## config.mk

```make
export PLATFORM = sky130hd
export DESIGN_NAME = pred_nullify_unit
export DESIGN_NICKNAME = d
export VERILOG_FILES = /design/src/rtl/pred_pkg.sv /design/src/rtl/pred_regfile.sv /design/src/rtl/pred_slot_gate.sv /design/src/rtl/pred_nullify_unit.sv
export SDC_FILE = /design/constraint.sdc
export NUM_CORES = 1
export LEC_CHECK = 0
export BUFFER_PORTS_ARGS = -buffer_cell sky130_fd_sc_hd__buf_2
export CORE_AREA = 3 3 107 109
export CTS_CLUSTER_DIAMETER = 40
export DETAILED_ROUTE_END_ITERATION = 16
export DIE_AREA = 0 0 110 112
export GPL_ROUTABILITY_DRIVEN = 0
export PLACE_DENSITY_LB_ADDON = 0.08
export REMOVE_ABC_BUFFERS = 1
export SLEW_MARGIN = 30
export SYNTH_ARGS = -nofsm -noshare
export SYNTH_HDL_FRONTEND = slang
export SYNTH_SLANG_ARGS = --single-unit
```

## constraint.sdc

```tcl
create_clock -name clk_i -period 3.4 [get_ports clk_i]
set_input_delay 0.85 -clock clk_i [delete_from_list [all_inputs] [get_ports clk_i]]
set_output_delay 0.85 -clock clk_i [all_outputs]
set_load 0.01 [all_outputs]
```

## src/rtl/pred_pkg.sv

```systemverilog
package pred_pkg;
  localparam int unsigned PRED_COUNT = 64;
  localparam int unsigned SLOT_COUNT = 3;

  typedef struct packed {
    logic valid;
    logic result;
    logic [$clog2(PRED_COUNT)-1:0] dst_a;
    logic [$clog2(PRED_COUNT)-1:0] dst_b;
  } cmp_req_t;
endpackage

```

## src/rtl/pred_regfile.sv

```systemverilog
module pred_regfile #(
  parameter int unsigned NUM_PREDS = 64,
  parameter int unsigned NUM_READS = 3,
  localparam int unsigned IDX_W = $clog2(NUM_PREDS)
) (
  input  logic                       clk_i,
  input  logic                       rst_ni,
  input  pred_pkg::cmp_req_t         wr_req_i,
  output logic                       wr_illegal_o,
  input  logic [NUM_READS*IDX_W-1:0] rd_idx_i,
  output logic [NUM_READS-1:0]       rd_val_o
);
  logic [NUM_PREDS-1:1] pred_q;
  logic [NUM_PREDS-1:0] pred_all;
  logic                 wr_ok;

  assign wr_illegal_o = wr_req_i.valid && (wr_req_i.dst_a == wr_req_i.dst_b);
  assign wr_ok        = wr_req_i.valid && !wr_illegal_o;
  assign pred_all     = {pred_q, 1'b1};  // index 0 fixed true

  for (genvar g = 1; g < NUM_PREDS; g++) begin : g_reg
    logic hit_a, hit_b;
    assign hit_a = wr_ok && (wr_req_i.dst_a == IDX_W'(g));
    assign hit_b = wr_ok && (wr_req_i.dst_b == IDX_W'(g));
    always_ff @(posedge clk_i or negedge rst_ni) begin
      if (!rst_ni)    pred_q[g] <= 1'b0;
      else if (hit_a) pred_q[g] <= wr_req_i.result;
      else if (hit_b) pred_q[g] <= ~wr_req_i.result;
    end
  end

  for (genvar r = 0; r < NUM_READS; r++) begin : g_rd
    assign rd_val_o[r] = pred_all[rd_idx_i[r*IDX_W +: IDX_W]];
  end

  assert_illegal_no_write_R5: assert property (@(posedge clk_i) disable iff (!rst_ni)
    wr_illegal_o |=> $stable(pred_q));

  assert_idle_no_write_R6: assert property (@(posedge clk_i) disable iff (!rst_ni)
    !wr_req_i.valid |=> $stable(pred_q));

  assert_dst_a_written_R3: assert property (@(posedge clk_i) disable iff (!rst_ni)
    (wr_ok && wr_req_i.dst_a != '0) |=> pred_all[$past(wr_req_i.dst_a)] == $past(wr_req_i.result));

  assert_dst_b_inverted_R3: assert property (@(posedge clk_i) disable iff (!rst_ni)
    (wr_ok && wr_req_i.dst_b != '0) |=> pred_all[$past(wr_req_i.dst_b)] == !$past(wr_req_i.result));
endmodule

```

## src/rtl/pred_slot_gate.sv

```systemverilog
module pred_slot_gate (
  input  logic valid_i,
  input  logic guard_i,
  input  logic rf_we_i,
  input  logic mem_we_i,
  output logic en_o,
  output logic rf_we_o,
  output logic mem_we_o
);
  assign en_o     = valid_i && guard_i;
  assign rf_we_o  = en_o && rf_we_i;
  assign mem_we_o = en_o && mem_we_i;
endmodule

```

## src/rtl/pred_nullify_unit.sv

```systemverilog
module pred_nullify_unit #(
  parameter int unsigned NUM_PREDS = pred_pkg::PRED_COUNT,
  parameter int unsigned NUM_SLOTS = pred_pkg::SLOT_COUNT,
  localparam int unsigned IDX_W = $clog2(NUM_PREDS)
) (
  input  logic                       clk_i,
  input  logic                       rst_ni,
  input  logic                       cmp_valid_i,
  input  logic                       cmp_result_i,
  input  logic [IDX_W-1:0]           cmp_dst_a_i,
  input  logic [IDX_W-1:0]           cmp_dst_b_i,
  output logic                       cmp_illegal_o,
  input  logic [NUM_SLOTS-1:0]       slot_valid_i,
  input  logic [NUM_SLOTS*IDX_W-1:0] slot_qp_i,
  input  logic [NUM_SLOTS-1:0]       slot_rf_we_i,
  input  logic [NUM_SLOTS-1:0]       slot_mem_we_i,
  output logic [NUM_SLOTS-1:0]       slot_en_o,
  output logic [NUM_SLOTS-1:0]       slot_rf_we_o,
  output logic [NUM_SLOTS-1:0]       slot_mem_we_o
);
  pred_pkg::cmp_req_t    cmp_req;
  logic [NUM_SLOTS-1:0]  guard_val;

  assign cmp_req = '{valid: cmp_valid_i, result: cmp_result_i,
                     dst_a: cmp_dst_a_i, dst_b: cmp_dst_b_i};

  pred_regfile #(.NUM_PREDS(NUM_PREDS), .NUM_READS(NUM_SLOTS)) u_file (
    .clk_i        (clk_i),
    .rst_ni       (rst_ni),
    .wr_req_i     (cmp_req),
    .wr_illegal_o (cmp_illegal_o),
    .rd_idx_i     (slot_qp_i),
    .rd_val_o     (guard_val)
  );

  for (genvar s = 0; s < NUM_SLOTS; s++) begin : g_slot
    pred_slot_gate u_gate (
      .valid_i  (slot_valid_i[s]),
      .guard_i  (guard_val[s]),
      .rf_we_i  (slot_rf_we_i[s]),
      .mem_we_i (slot_mem_we_i[s]),
      .en_o     (slot_en_o[s]),
      .rf_we_o  (slot_rf_we_o[s]),
      .mem_we_o (slot_mem_we_o[s])
    );

    assert_p0_enables_R2: assert property (@(posedge clk_i) disable iff (!rst_ni)
      (slot_valid_i[s] && slot_qp_i[s*IDX_W +: IDX_W] == '0) |-> slot_en_o[s]);

    assert_invalid_slot_off_R7: assert property (@(posedge clk_i) disable iff (!rst_ni)
      !slot_valid_i[s] |-> !slot_en_o[s]);

    assert_rf_we_gated_R8: assert property (@(posedge clk_i) disable iff (!rst_ni)
      slot_rf_we_o[s] |-> (slot_rf_we_i[s] && slot_en_o[s]));

    assert_mem_we_gated_R8: assert property (@(posedge clk_i) disable iff (!rst_ni)
      slot_mem_we_o[s] |-> (slot_mem_we_i[s] && slot_en_o[s]));
  end
endmodule

```

==> results of run 1 <==
==> layout by cell type, fill, tap and decap left out, types with 18 or more instances in the layout <==
cell and count:
nor2_1 31, o221ai_1 56, nand2_1 75, buf_2 46, nor3_1 21, or3_1 18
mux4_2 46, buf_4 38, dfrtp_1 63
==> worst paths after layout <==
check | from | to | slack [ps]
max in group asynchronous | rst_ni | u_file.pred_all[7] | 2280
worst min register to register | u_file.pred_all[20] | u_file.pred_all[20] | 620
worst max-delay path | slot_qp_i[13] | slot_mem_we_o[2] | 60
worst max register to register | u_file.pred_all[54] | u_file.pred_all[54] | 2380
min in group clk_i | u_file.pred_all[20] | u_file.pred_all[20] | 620
worst min-delay path | rst_ni | u_file.pred_all[39] | 410
==> metal layers <==
metal / vias to the layer above / wire length [um]
li1: 2493 / -
met1: 2865 / 8230
met2: 497 / 9140
met3: 65 / 2600
met4: 0 / 759
met5: - / 0
==> cell families (layout without fill, tap and decap cells) <==
kind of cell / Yosys count / after routing / share of synthesized area [%]
multiplexers: 67 / 67 / 21.8
XOR/XNOR: 6 / 6 / 0.915
AO/OA/AOI/OAI: 174 / 174 / 23.5
buffers and inverters: 70 / 114 / 6.51
AND/OR/NAND/NOR: 227 / 227 / 19.8
flip-flops: 63 / 63 / 27.5
==> power by group <==
| group | leakage, uW | internal [uW] | switching [uW] |
|---|---|---|---|
| clock network | 0.000114 | 453 | 306 |
| registers | 0.000807 | 919 | 262 |
| logic | 0.00144 | 501 | 440 |
==> cell usage after synthesis, types with 11 or more instances <==
cell type / n
nor2b_1: 11
buf_4: 15
mux4_2: 46
nor3_1: 21
or3_1: 18
mux2i_1: 16
nand2_1: 75
buf_2: 20
a31oi_1: 15
nor2_1: 32
dfrtp_1: 63
nand3_1: 16
o221ai_1: 56
clkbuf_1: 24
nor4_1: 12
a21oi_1: 13
o21ai_1: 15
==> timing repair <==
action                                  4_1_cts  5_1_grt
pin swaps                                     1        3
gates resized for setup                       6       20
endpoints found under the setup margin        8        7
hold endpoints to repair                      0        0
==> area by class of cell <==
class | instances | area, um2 | area share (%)
Multi-Input combinational cell | 474 | 3830 | 59.4
Sequential cell | 63 | 1580 | 24.4
Timing Repair Buffer | 92 | 623 | 9.66
Tap cell | 140 | 175 | 2.72
Clock buffer | 13 | 159 | 2.46
Clock inverter | 3 | 65.1 | 1.01
Inverter | 6 | 22.5 | 0.349
==> metrics by stage <==
| stage | hold WS, ps | cell area, um2 |
|---|---|---|
| floorplan | 501 | 5390 |
| global placement | 579 | 6130 |
| detailed placement | 600 | 6130 |
| CTS | 402 | 6370 |
| global route | 419 | 6450 |
| finish | 408 | 6450 |
==> impl_metrics.ini, run 1 <==
[outcome]
status = completed

[cts]
cts.sinks = 63
clk_latency_ps = 350
cts_buffers = 9
clk_pin_slew_ps = 70
cts_hold_buffers = 0
cts_setup_buffers = 0
tritoncts = done
h-tree-depth = 3
cts_root_buffer = clkbuf_8
cts_max_path_buffers = 2

[sta]
tightest_slew_ps = 811
skew_ps = 0
fmax_mhz = 299
setup_viol = 0
fin_crit_ps = 3340
fin_ws_ps = 56.7
fin_tns_setup_ps = 0
rsz0062_at_grt = yes
period_share_pct = 98.3
drv_slew = 0
slew_headroom_pct = 45.9
final_hold_viol_count = 0

[die]
die_area_mm2 = 0.0123
io_pins = 53
num_rows = 38
die_w_um = 110
core_area_mm2 = 0.0107
start_util_pct = 53.7
die_h_um = 112

[placement]
place.port_buffers = 52
dp_cells = 775
dp_hpwl_um = 15500
dpl_worst_slack_ps = -142

[critical_path]
cp-start-kind = primary input
crit_path_frequent_cell = mux4_2
critical_path.top_delay_family = multiplexers
cp_max_fo = 8
crit_path_max_incr_delay_ps = 500
worstSetupPathType = primary input to output port
end_kind = output port
reg2regPathDepth = 3
cp.required_ps = 2550
arrival_ps = 2490
path_cells = buf_8 > mux4_2 > mux4_2 > nor2_2 > o22ai_2 > and2_1 > buf_2
cp_slowest_cell = mux4_2
timing.critical_path.buf_inv = 2
crit_cells = 7

[power]
finalPower_uw = 2880
power_density_mw_per_mm2 = 447
p_leak_uw = 0.00236
ir_drop_uv = 170

[grt]
grt_remaining_overflow = 0
met1_usage_pct = 50.7
grt_max_degree = 35
top_usage_layer = met1
grt_antenna_before_repair = 0
use_met2_pct = 49.4
grt_pass1_vias = 5700
grt_use_met3_pct = 7.25
gr-usage-all-layers_pct = 34.7
grt_pass1_wl_um = 32400

[drt]
drtAntennaViolNets = 0
routed_wirelength_um = 20700
vias = 5920
wire_per_inst_um = 26.2
vias_per_cell = 7.48
drtIter0Drc = 728
drtPass1Iterations = 7
drc = 0

[synthesis]
synth_cell_types = 61
netlist_area_mm2 = 0.00574
yosys_register_bits = 63
yosysTopAreaCell = dfrtp_1
netlist_instances = 607
synth-async-reset-ratio_pct = 100
yosys.area.top_type_share_pct = 27.5
yosys_warnings = 0
seq_area_frac_synth_pct = 27.5
avgSynthCellArea_um2 = 9.46
synth.area.top_cells = dfrtp_1 27%, mux4_2 18%, o221ai_1 8.5%
synth_edf_count = 0
ys.flop_type = dfrtp_1

[layout]
nets = 689
area_growth_pct = 12.3
antennaDiodeCount = 0
largest_reg_flops = 63
n_fill_cell = 929
final_util_pct = 60.3
post_route_cells_drive_above_1_share_pct = 28.0
stdcell_count = 791

[flow_run]
drv_cap = 0

[hold_path]
hold_class = primary input to async pin
(Power assumes the default switching activity.)
==> run 2, diff against run 1 <==
- PLACE_DENSITY: default -> 0.76
- PLACE_DENSITY_LB_ADDON: 0.08 -> default
- TNS_END_PERCENT: default -> 30
==> run 2 against run 1 <==
Non-clock buffer count decreased by 4. Sequential power about the same. Total power decreased by 4.8%. Sequential cell count did not move. Combinational power grew 0.7%. Worst hold slack better by 21 ps. Critical path type unchanged. Largest cell class unchanged.
==> impl_metrics.ini, run 2 (synthesized netlist as in run 1, its figures left out) <==
[drt]
drc = 0
vias = 5950
drtAntennaViolNets = 0
drtPass1Iterations = 6
wire_per_inst_um = 25.6
vias_per_cell = 7.56
routed_wirelength_um = 20200
drtIter0Drc = 834

[die]
num_rows = 38
die_area_mm2 = 0.0123
io_pins = 53
die_h_um = 112
core_area_mm2 = 0.0107
die_w_um = 110
start_util_pct = 53.7

[grt]
grt_pass1_wl_um = 31500
gr-usage-all-layers_pct = 33.5
grt_remaining_overflow = 0
grt_max_degree = 43
grt_pass1_vias = 5627
grt_antenna_before_repair = 0

[critical_path]
r2r-end = u_file.pred_all[54]
ff2ff_setup_slack_ps = 2330
cp_max_fo = 8
arrival_ps = 2500
worstSetupPathType = primary input to output port
r2r_start = u_file.pred_all[54]
cp-start-kind = primary input
reg2regPathDepth = 3
end_kind = output port
cp.required_ps = 2550

[layout]
area_growth_pct = 11.8
final_cell_mix = 75 x nand2_1, 63 x dfrtp_1, 55 x o221ai_1
largest_reg_flops = 63
final_common_cell = nand2_1
nets = 685
post_route_cells_drive_above_1_share_pct = 27.5
antennaDiodeCount = 0

[cts]
cts_max_path_buffers = 2
cts_buffers = 9
tritoncts = done
cts_root_buffer = clkbuf_8
clk_pin_slew_ps = 70
h-tree-depth = 3
cts.sinks = 63
clk_latency_ps = 350

[sta]
slew_headroom_pct = 44.7
setup_viol = 0
period_share_pct = 98.6
skew_ps = 0
hold-worst-slack_ps = 430
fin_tns_setup_ps = 0
tightest_slew_ps = 830
final_hold_viol_count = 0
rsz0062_at_grt = yes
drv_slew = 0
fmax_mhz = 298
fin_crit_ps = 3350

[placement]
dp_hpwl_um = 14900
place.port_buffers = 52

[outcome]
status = completed

[power]
power_density_mw_per_mm2 = 427
ir_drop_uv = 250
p_leak_uw = 0.00234

[hold_path]
hold_class = primary input to async pin

[flow_run]
drv_cap = 0
## run 2: how the worst max path moves through the flow
stage	from	to	cells after the start
global route	slot_qp_i[7]	slot_mem_we_o[1]	9
global placement	slot_qp_i[7]	slot_mem_we_o[1]	7
detailed placement	slot_qp_i[7]	slot_mem_we_o[1]	7
CTS	slot_qp_i[1]	slot_en_o[0]	10
finish	slot_qp_i[7]	slot_mem_we_o[1]	7
floorplan	slot_qp_i[7]	slot_mem_we_o[1]	5
## run 2: per-stage QoR
step	cell area [um2]	power (uW)	setup slack, ps	std cells	utilization, %
after global routing	6420	2850	-19.7	787	60.0
after floorplan	5390	1670	301	543	-
after CTS	6390	2690	2.12	789	59.7
after global placement	6090	2020	-97.2	769	57.0
after detailed placement	6110	2080	-165	770	57.2
final	6420	2740	47.2	787	60.0
## run 2: timing repair
item / CTS / global route
pin swaps: 4 / 9
setup buffers: 2 / 0
resized for setup: 14 / 14
setup endpoints to repair: 8 / 7
hold buffers: 0 / 0
gates cloned: 1 / 0
## run 2: area by class of cell
cell class              instances  area [um2]
fillers                       921        4280
repair buffers                 88         639
inverters                       6        22.5
flip-flops and latches         63        1580
multi-input cells             474        3830
clock inverters                 3        17.5
clock buffers                  13         159
well taps                     140         175
## run 2: power breakdown
group,total (uW),switching (uW),internal [uW]
clock,606,304,303
sequential,1190,268,919
combinational,949,444,505
total,2740,1020,1730
## run 2: routing by layer
layer / vias up / track usage [%] / part of all wire [%]
met5: - / 0 / 0
met4: 0 / 14.9 / 5.0
met3: 94 / 8.12 / 15
met2: 559 / 48.7 / 44
met1: 2801 / 47.5 / 36
li1: 2496 / - / -
## run 2: worst max-delay path, stage by stage
cell     delay, ps
buf_12         110
mux4_2         500
mux4_2         520
o21ai_2        160
o22ai_2         80
and2_1         150
buf_2          130
